`config.mk`:
```
export PLATFORM = sky130hd
export DESIGN_NAME = atapi_hstat_irq
export DESIGN_NICKNAME = d
export VERILOG_FILES = /design/src/rtl/atapi_hs_pkg.sv /design/src/rtl/atapi_busy_detect.sv /design/src/rtl/atapi_status_reg.sv /design/src/rtl/atapi_irq_ctl.sv /design/src/rtl/atapi_hstat_irq.sv
export SDC_FILE = /design/constraint.sdc
export NUM_CORES = 1
export LEC_CHECK = 0
export BUFFER_PORTS_ARGS = -buffer_cell sky130_fd_sc_hd__buf_2
export CAP_MARGIN = 10
export CORE_AREA = 2 2 45 47
export CTS_BUF_LIST = sky130_fd_sc_hd__clkbuf_4 sky130_fd_sc_hd__clkbuf_8 sky130_fd_sc_hd__clkbuf_16
export DETAILED_ROUTE_END_ITERATION = 10
export DIE_AREA = 0 0 47 49
export MAX_ROUTING_LAYER = met4
export PLACE_DENSITY = 0.57
export SLEW_MARGIN = 40
export SYNTH_ARGS = -nofsm -noshare
export SYNTH_HDL_FRONTEND = slang
export SYNTH_HIERARCHICAL = 1
export SYNTH_SLANG_ARGS = --single-unit
```
`constraint.sdc`:
```
create_clock -name clk -period 1 [get_ports clk]
set_input_delay 0.1 -clock clk [delete_from_list [all_inputs] [get_ports clk]]
set_output_delay 0.1 -clock clk [all_outputs]
set_load 0.01 [all_outputs]
```
`src/rtl/atapi_hs_pkg.sv`:
```
package atapi_hs_pkg;

  typedef struct packed {
    logic stat_rd;
    logic cmd_we;
    logic dctl_we;
    logic drv_sel;
  } host_ev_t;

endpackage

```
`src/rtl/atapi_busy_detect.sv`:
```
module atapi_busy_detect
  import atapi_hs_pkg::*;
#(
  parameter int          DATA_W   = 8,
  parameter int          SRST_BIT = 2,
  parameter logic [7:0]  DIAG_CMD = 8'h90
) (
  input  host_ev_t            ev,
  input  logic [DATA_W-1:0]   cmd_data,
  input  logic [DATA_W-1:0]   dctl_data,
  output logic                busy_set,
  output logic                irq_clear
);

  logic cmd_selected;
  logic cmd_diag;
  logic soft_rst;
  logic unused_dctl;

  always_comb begin
    cmd_selected = ev.cmd_we && ev.drv_sel;
    cmd_diag     = ev.cmd_we && (cmd_data == DATA_W'(DIAG_CMD));
    soft_rst     = ev.dctl_we && dctl_data[SRST_BIT];
    busy_set     = cmd_selected || cmd_diag || soft_rst;
    irq_clear    = ev.stat_rd || ev.cmd_we;
  end

  assign unused_dctl = ^dctl_data;

endmodule

```
`src/rtl/atapi_status_reg.sv`:
```
module atapi_status_reg #(
  parameter int              DATA_W  = 8,
  parameter int              BSY_BIT = 7,
  parameter logic [DATA_W-1:0] RST_VAL = 8'h80
) (
  input  logic              clk,
  input  logic              rst,
  input  logic              mode_atapi,
  input  logic              wr_en,
  input  logic [DATA_W-1:0] wr_data,
  input  logic              busy_set,
  output logic [DATA_W-1:0] stat_q
);

  logic              wr_ok;
  logic [DATA_W-1:0] stat_d;

  assign wr_ok = wr_en && mode_atapi;

  always_comb begin
    stat_d = stat_q;
    if (wr_ok) stat_d = wr_data;
    if (busy_set) stat_d[BSY_BIT] = 1'b1;
  end

  always_ff @(posedge clk) begin
    if (rst) stat_q <= RST_VAL;
    else     stat_q <= stat_d;
  end

  // reset value seen after release
  p_reset_val_r5: assert property (@(posedge clk) disable iff (rst)
    $past(rst) |-> stat_q == RST_VAL);

  // any hardware busy event shows busy next cycle
  p_busy_set_r6: assert property (@(posedge clk) disable iff (rst)
    busy_set |=> stat_q[BSY_BIT]);

  // collision keeps the low bits of the local byte
  p_collide_r9: assert property (@(posedge clk) disable iff (rst)
    (busy_set && wr_ok) |=> stat_q[BSY_BIT-1:0] == $past(wr_data[BSY_BIT-1:0]));

  // ignored local write in compatibility mode
  p_mode_ignore_r4: assert property (@(posedge clk) disable iff (rst)
    (!mode_atapi && !busy_set) |=> $stable(stat_q));

  // busy falls only through a local write with busy clear
  p_busy_fall_r10: assert property (@(posedge clk) disable iff (rst)
    $fell(stat_q[BSY_BIT]) |-> $past(wr_ok && !wr_data[BSY_BIT]));

endmodule

```
`src/rtl/atapi_irq_ctl.sv`:
```
module atapi_irq_ctl (
  input  logic clk,
  input  logic rst,
  input  logic mode_atapi,
  input  logic trig,
  input  logic irq_clear,
  output logic irq_q
);

  logic fire;

  assign fire = trig && mode_atapi;

  always_ff @(posedge clk) begin
    if (rst)            irq_q <= 1'b0;
    else if (fire)      irq_q <= 1'b1;
    else if (irq_clear) irq_q <= 1'b0;
  end

  // trigger in ATAPI mode raises the request
  p_irq_set_r1: assert property (@(posedge clk) disable iff (rst)
    fire |=> irq_q);

  // host action clears when no trigger competes
  p_irq_clr_r2: assert property (@(posedge clk) disable iff (rst)
    (irq_clear && !fire) |=> !irq_q);

  // no rise while in compatibility mode
  p_irq_quiet_r3: assert property (@(posedge clk) disable iff (rst)
    (!mode_atapi && !irq_q) |=> !irq_q);

  // request low after reset
  p_irq_reset_r5: assert property (@(posedge clk) disable iff (rst)
    $past(rst) |-> !irq_q);

endmodule

```
`src/rtl/atapi_hstat_irq.sv`:
```
module atapi_hstat_irq
  import atapi_hs_pkg::*;
#(
  parameter int          DATA_W   = 8,
  parameter int          BSY_BIT  = 7,
  parameter int          SRST_BIT = 2,
  parameter logic [7:0]  DIAG_CMD = 8'h90,
  parameter logic [7:0]  RST_VAL  = 8'h80
) (
  input  logic              clk,
  input  logic              rst,
  input  logic              atapi_mode,
  input  logic              loc_stat_we,
  input  logic [DATA_W-1:0] loc_stat_data,
  input  logic              loc_irq_trig,
  input  logic              host_stat_rd,
  input  logic              host_cmd_we,
  input  logic [DATA_W-1:0] host_cmd_data,
  input  logic              host_dctl_we,
  input  logic [DATA_W-1:0] host_dctl_data,
  input  logic              drv_sel_match,
  output logic              host_irq,
  output logic [DATA_W-1:0] host_status
);

  host_ev_t ev;
  logic     busy_set;
  logic     irq_clear;

  assign ev = '{stat_rd: host_stat_rd, cmd_we: host_cmd_we,
                dctl_we: host_dctl_we, drv_sel: drv_sel_match};

  atapi_busy_detect #(
    .DATA_W(DATA_W), .SRST_BIT(SRST_BIT), .DIAG_CMD(DIAG_CMD)
  ) u_det (
    .ev(ev), .cmd_data(host_cmd_data), .dctl_data(host_dctl_data),
    .busy_set(busy_set), .irq_clear(irq_clear)
  );

  atapi_status_reg #(
    .DATA_W(DATA_W), .BSY_BIT(BSY_BIT), .RST_VAL(DATA_W'(RST_VAL))
  ) u_stat (
    .clk(clk), .rst(rst), .mode_atapi(atapi_mode),
    .wr_en(loc_stat_we), .wr_data(loc_stat_data),
    .busy_set(busy_set), .stat_q(host_status)
  );

  atapi_irq_ctl u_irq (
    .clk(clk), .rst(rst), .mode_atapi(atapi_mode),
    .trig(loc_irq_trig), .irq_clear(irq_clear), .irq_q(host_irq)
  );

  // diagnostic command to an unselected drive still sets busy
  p_diag_r7: assert property (@(posedge clk) disable iff (rst)
    (host_cmd_we && !drv_sel_match && host_cmd_data == DATA_W'(DIAG_CMD))
      |=> host_status[BSY_BIT]);

  // soft reset bit in device control sets busy
  p_srst_r8: assert property (@(posedge clk) disable iff (rst)
    (host_dctl_we && host_dctl_data[SRST_BIT]) |=> host_status[BSY_BIT]);

endmodule

```
Yosys cells after proc, flatten, opt, wreduce, memory -nomap -nowiden
Cells that the tools add are included.
Widths: inputs -> output; s select.
{"block": "op_classes", "addsub": 0, "multipliers": 0, "div": 0, "magnitude_cmp": 0, "eq_ne": 1, "shifts": 0, "muxes": 2, "n_bitwise": 0, "n_reduce_logical": 10}
{"op": "$eq 8x8->1 const B", "n": 1}
{"op": "$logic_and 1x1->1", "n": 5}
{"op": "$logic_or 1x1->1", "n": 3}
{"op": "$mux 1", "n": 2}
{"op": "$reduce_bool 2->1", "n": 1}
{"op": "$reduce_or 2->1", "n": 1}
{"block": "word_totals", "reg_bits": 9, "latchBits": 0, "ram_bits": 0, "romBits": 0, "input_bits": 33, "wordCells": 16, "n_memories": 0}

Depth between registers and ports, before layout
{"block": "depth", "depth_word": 5, "depth_mapped": 3, "ltp_nobuf": 3}

By module
The synthesis kept the hierarchy.
{"module": "atapi_status_reg", "instances": 1, "cells_each": 35, "area_per_inst_um2": 335.3, "seq_area_each_um2": 160.2}
{"module": "atapi_busy_detect", "instances": 1, "cells_each": 5, "area_per_inst_um2": 53.8, "seq_area_each_um2": 0.0}
{"module": "atapi_irq_ctl", "instances": 1, "cells_each": 4, "area_per_inst_um2": 38.8, "seq_area_each_um2": 20.0}

Worst setup path before layout
Ideal clock, no wire load.
{"block": "synth_path", "kind": "input-to-reg", "startpoint": "input port host_cmd_we", "endpoint": "register u_stat.stat_q[7]", "setup_time_ns": 0.124, "t_arrival_ns": 0.735, "required_time_ns": 0.876, "setup_slack_ns": 0.140, "path_stages": 3, "path_cell_list": "a22o_1 a31o_1 a2111o_1"}
{"block": "synth_between", "elab_chain_cells": 4, "elab_cells_between_ends": 5, "classes_between": "reduce/logical: 5"}
{"element": "start, declared", "line_no": "atapi_hstat_irq.sv:17", "rtl": "input logic host_cmd_we,"}
{"element": "$logic_and 1x1->1 (on tied branches)", "line_no": "atapi_busy_detect.sv:21, atapi_busy_detect.sv:22"}
{"element": "$logic_or 1x1->1 * (2 in series)", "line_no": "atapi_busy_detect.sv:24", "rtl": "busy_set = cmd_selected || cmd_diag || soft_rst;"}
{"element": "named net busy_set", "line_no": "atapi_hstat_irq.sv:27", "rtl": "logic busy_set;"}
{"element": "$reduce_or 2->1 (no line) *"}
{"element": "end signal, assigned", "line_no": "atapi_status_reg.sv:28", "rtl": "else stat_q <= stat_d;"}
{"element": "end, declared", "line_no": "atapi_status_reg.sv:12", "rtl": "output logic [DATA_W-1:0] stat_q"}
Mark *: on every way through the listed nets, which the timed path passes. The rest lies on a longest branch.
A chain may end at the register's enable or synchronous reset.

Worst setup path after layout
{"block": "layout_path", "startpoint": "register u_stat.stat_q[4]", "endpoint": "output port host_status[4]"}
{"element": "end, declared", "line_no": "atapi_hstat_irq.sv:23", "rtl": "output logic [DATA_W-1:0] host_status"}
No word-level cell between the ends.

==> flow_summary.html <==
<table>
<tr><th>Metric</th><th>Value</th></tr>
<tr><th colspan="2">Status</th></tr>
<tr><td>Outcome</td><td>finished, final reports clean</td></tr>
<tr><th colspan="2">Routing</th></tr>
<tr><td>Number of iterations in the first detailed-routing pass</td><td>2</td></tr>
<tr><td>Drt total wl</td><td>1110 um</td></tr>
<tr><td>Remaining antenna violation count after routing</td><td>0</td></tr>
<tr><td>Violation count after the first detailed-routing iteration</td><td>3</td></tr>
<tr><td>Via count normalized by instance count</td><td>~4.4</td></tr>
<tr><td>Per-cell routed wire length</td><td>roughly 10 um</td></tr>
<tr><td>Via count</td><td>475</td></tr>
<tr><td>Post-route DRC violation count</td><td>0</td></tr>
<tr><th colspan="2">Placement</th></tr>
<tr><td>Number of cells in the design after placement</td><td>between 100 and 150</td></tr>
<tr><td>Routability cong.</td><td>about 0.56</td></tr>
<tr><td>HPWL Detailed</td><td>889.6 um</td></tr>
<tr><td>Input/output buffers</td><td>34</td></tr>
<tr><th colspan="2">GRT</th></tr>
<tr><td>Residual overflow from global routing</td><td>0</td></tr>
<tr><td>Pin count of the biggest net entering global routing</td><td>12</td></tr>
<tr><td>Overall global routing resource usage</td><td>10.40%</td></tr>
<tr><td>Global-route wire length before repair</td><td>between 1500 and 2000 um</td></tr>
<tr><td>Number of global-route vias before repair</td><td>around 430</td></tr>
<tr><td>Initial antenna violation count</td><td>0</td></tr>
<tr><th colspan="2">Yosys</th></tr>
<tr><td>Synthesized cell area</td><td>between 400 and 500 sq um</td></tr>
<tr><td>Proportion of synthesized chip area in sequential cells</td><td>a little over two fifths</td></tr>
<tr><td>Net Count, Synth</td><td>77</td></tr>
<tr><td>Distinct cell type count of the synthesized netlist</td><td>15</td></tr>
<tr><td>Mean post-synth cell area</td><td>just under 10 sq um</td></tr>
<tr><td>Total of warnings raised by yosys</td><td>6</td></tr>
<tr><td>Register bit total from synthesis</td><td>9</td></tr>
<tr><td>Instance count of the mapped netlist</td><td>44</td></tr>
<tr><th colspan="2">Clock tree</th></tr>
<tr><td>Deepest level of the CTS H-tree</td><td>1</td></tr>
<tr><td>Clk buf depth</td><td>2</td></tr>
<tr><td>Insertion delay to the later sink of the worst-skew pair</td><td>roughly 0.26 ns</td></tr>
<tr><td>Clock slew at reported path FFs</td><td>0.07 ns</td></tr>
<tr><td>Setup bufs post-CTS</td><td>0</td></tr>
<tr><td>Number of instances resized during post-cts repair</td><td>0</td></tr>
<tr><td>Hold buffers post-CTS</td><td>0</td></tr>
<tr><td>TritonCTS clock tree</td><td>yes</td></tr>
<tr><td>Clk sink count</td><td>9</td></tr>
<tr><td>Clock root buffer</td><td>sky130_fd_sc_hd__clkbuf_4</td></tr>
<tr><td>Number of buffers created by CTS</td><td>3</td></tr>
<tr><th colspan="2">Power</th></tr>
<tr><td>Power density cells</td><td>between 1000 and 1500 nW/um^2</td></tr>
<tr><td>Switching power share of the total</td><td>around a quarter</td></tr>
<tr><td>Power after layout</td><td>roughly 0.84 mW</td></tr>
<tr><td>Clock group share of total power</td><td>between 30% and 40%</td></tr>
<tr><td>Worst-case vdd ir drop</td><td>551.3 uV</td></tr>
<tr><td>Net switching component of the power</td><td>~0.20 mW</td></tr>
<tr><td>Portion of total power attributed to sequential cells</td><td>between 40 and 50%</td></tr>
<tr><td>P_int</td><td>around 0.64 mW</td></tr>
<tr><td>Reported leakage power</td><td>between 0.3 and 0.4 nW</td></tr>
<tr><td>Combinational Power Share</td><td>around 18%</td></tr>
<tr><th colspan="2">STA</th></tr>
<tr><td>Clock skew</td><td>0 ns</td></tr>
<tr><td>Worst slew slack as a fraction of its limit</td><td>86.70%</td></tr>
<tr><td>Slew @ Worst Pin</td><td>approximately 0.2 ns</td></tr>
<tr><td>Final setup vio count</td><td>0</td></tr>
<tr><td>Number of max-slew violations in the final report</td><td>0</td></tr>
<tr><td>Final cycle utilization of the critical path</td><td>about four fifths</td></tr>
<tr><td>RSZ-0062 raised after global routing</td><td>false</td></tr>
<tr><td>Count of final hold-check violations</td><td>0</td></tr>
<tr><td>Shortest period the worst path allows</td><td>0.8149 ns</td></tr>
<tr><td>Max Freq</td><td>approximately 1.2 GHz</td></tr>
<tr><th colspan="2">Worst setup path</th></tr>
<tr><td>Endpoint type of the worst setup path</td><td>output port</td></tr>
<tr><td>Cell at the slowest stage of the critical path</td><td>sky130_fd_sc_hd__dfxtp_1</td></tr>
<tr><td>Delay contributed by the slowest stage of the critical path</td><td>approximately 0.33 ns</td></tr>
<tr><td>Cell chain of the critical path</td><td>buf_2</td></tr>
<tr><td>Total buffers and inverters traversed by the critical path</td><td>1</td></tr>
<tr><td>Maximum fanout along the worst path</td><td>2</td></tr>
<tr><td>Kind of start point of the critical path</td><td>flop</td></tr>
<tr><td>Worst Setup Path Type</td><td>reg -&gt; out</td></tr>
<tr><td>Crit path max-delay family</td><td>flip-flops</td></tr>
<tr><td>Crit path DAT</td><td>a little over 0.7 ns</td></tr>
<tr><td>Required arrival time at the worst endpoint</td><td>0.90 ns</td></tr>
<tr><th colspan="2">Worst hold path</th></tr>
<tr><td>Worst Hold Class</td><td>in -&gt; reg</td></tr>
<tr><th colspan="2">Cells and area</th></tr>
<tr><td>FF+latch area</td><td>approximately 180 sq um</td></tr>
<tr><td>Leading cell types in the layout, fill and taps excluded</td><td>sky130_fd_sc_hd__buf_2, sky130_fd_sc_hd__dfxtp_1, sky130_fd_sc_hd__nand3_1, sky130_fd_sc_hd__a21bo_2, sky130_fd_sc_hd__a21oi_1</td></tr>
<tr><td>Share of post-route cells with drive strength above 1</td><td>a little under two thirds</td></tr>
<tr><td>Antenna Diode Count</td><td>0</td></tr>
<tr><td>Area occupied by multi-input gates</td><td>234.0 sq um</td></tr>
<tr><td>Number of nets in the layout</td><td>116</td></tr>
<tr><td>Commonest non-fill, non-tap cell in the layout</td><td>sky130_fd_sc_hd__buf_2</td></tr>
<tr><td>Area Overhead vs Synth</td><td>56.73%</td></tr>
<tr><td>Count of placed standard cells in the final layout, fillers left out</td><td>109</td></tr>
<tr><td>Count of filler cells inserted in the layout</td><td>approximately 200</td></tr>
<tr><th colspan="2">Floorplanning</th></tr>
<tr><td>Die Y-Extent</td><td>49 um</td></tr>
<tr><td>Core box area</td><td>around 1800 sq um</td></tr>
<tr><td>DIE AREA</td><td>roughly 2300 sq um</td></tr>
<tr><td>Initial standard-cell utilization of the core</td><td>23.23%</td></tr>
<tr><td>IO Pins</td><td>42</td></tr>
<tr><td>Cell row count</td><td>16</td></tr>
<tr><td>Die Span X</td><td>approximately 47 um</td></tr>
<tr><th colspan="2">Job</th></tr>
<tr><td>Number of max-cap violations</td><td>0</td></tr>
</table>
## metrics by stage
stage	util, %	setup slack [ns]	area [sq um]	setup TNS [ns]	hold WS (ns)
2_1_floorplan	-	0.1401	427.9	0	0.1624
3_3_place_gp	34.78	0.005753	640.6	0	0.3530
3_5_place_dp	34.78	-0.006432	640.6	-0.006432	0.3607
4_1_cts	36.41	0.1722	670.6	0	0.07913
5_1_grt	36.41	0.1398	670.6	0	0.09307
6_report	36.41	0.1851	670.6	0	0.08377
## flip-flops by register name, indices dropped and copies added, names as in the netlist
name           count
u_irq/irq_q        1
u_stat/stat_q      8
## metal layers
layer | GRT usage, % | wire [um]
met1 | 13.12 | 489
met2 | 14.84 | 464
met3 | 2.593 | 156
met4 | 5.556 | 0
met5 | - | 0
## cells by family (layout without fill, tap and decap cells)
group,after synthesis,after routing,synth area share (%)
flip-flops,9,9,42.10
buffers and inverters,3,41,3.216
AO/OA/AOI/OAI,18,18,33.33
AND/OR/NAND/NOR,14,14,21.35
## Yosys cell counts
cell type                  count  share of area [%]
sky130_fd_sc_hd__a21oi_2       1                2.0
sky130_fd_sc_hd__and3_1        1                1.5
sky130_fd_sc_hd__buf_1         1               0.88
sky130_fd_sc_hd__a21oi_1       7                8.2
sky130_fd_sc_hd__or2_2         1                1.5
sky130_fd_sc_hd__a31o_1        1                2.0
sky130_fd_sc_hd__a21bo_2       7                 16
sky130_fd_sc_hd__nand2b_1      1                1.5
sky130_fd_sc_hd__nand3_1       7                8.2
sky130_fd_sc_hd__a22o_1        1                2.0
sky130_fd_sc_hd__buf_2         2                2.3
sky130_fd_sc_hd__a2111o_1      1                2.6
sky130_fd_sc_hd__dfxtp_1       9                 42
sky130_fd_sc_hd__nand2_1       2                1.8
sky130_fd_sc_hd__nor4b_2       2                7.0
## worst paths after layout
kind	start	to	slack (ns)	depth (start not counted)
setup / recovery	u_stat/stat_q[4]	host_status[4]	0.19	1
setup reg to reg	u_stat/stat_q[7]	u_stat/stat_q[7]	0.23	1
hold reg to reg	u_stat/stat_q[7]	u_stat/stat_q[7]	0.48	1
hold / removal	loc_stat_data[2]	u_stat/stat_q[2]	0.08	3
## area by class of cell
| type | count | share of cell area [%] |
|---|---|---|
| Clock buffer | 4 | 4.478 |
| Multi-Input combinational cell | 32 | 34.89 |
| Sequential cell | 9 | 26.87 |
| Tap cell | 27 | 5.037 |
| Timing Repair Buffer | 37 | 28.73 |
## power groups by stage
| stage | Clock (mW) | Sequential, mW | Combinational, mW |
|---|---|---|---|
| finish | 0.306 | 0.381 | 0.151 |
| detailed placement | 0 | 0.389 | 0.153 |
| floorplan | 0 | 0.398 | 0.0575 |
| global route | 0.341 | 0.383 | 0.170 |
| global placement | 0 | 0.389 | 0.150 |
| CTS | 0.323 | 0.381 | 0.154 |
No activity file was read; power rests on OpenSTA's default activity.
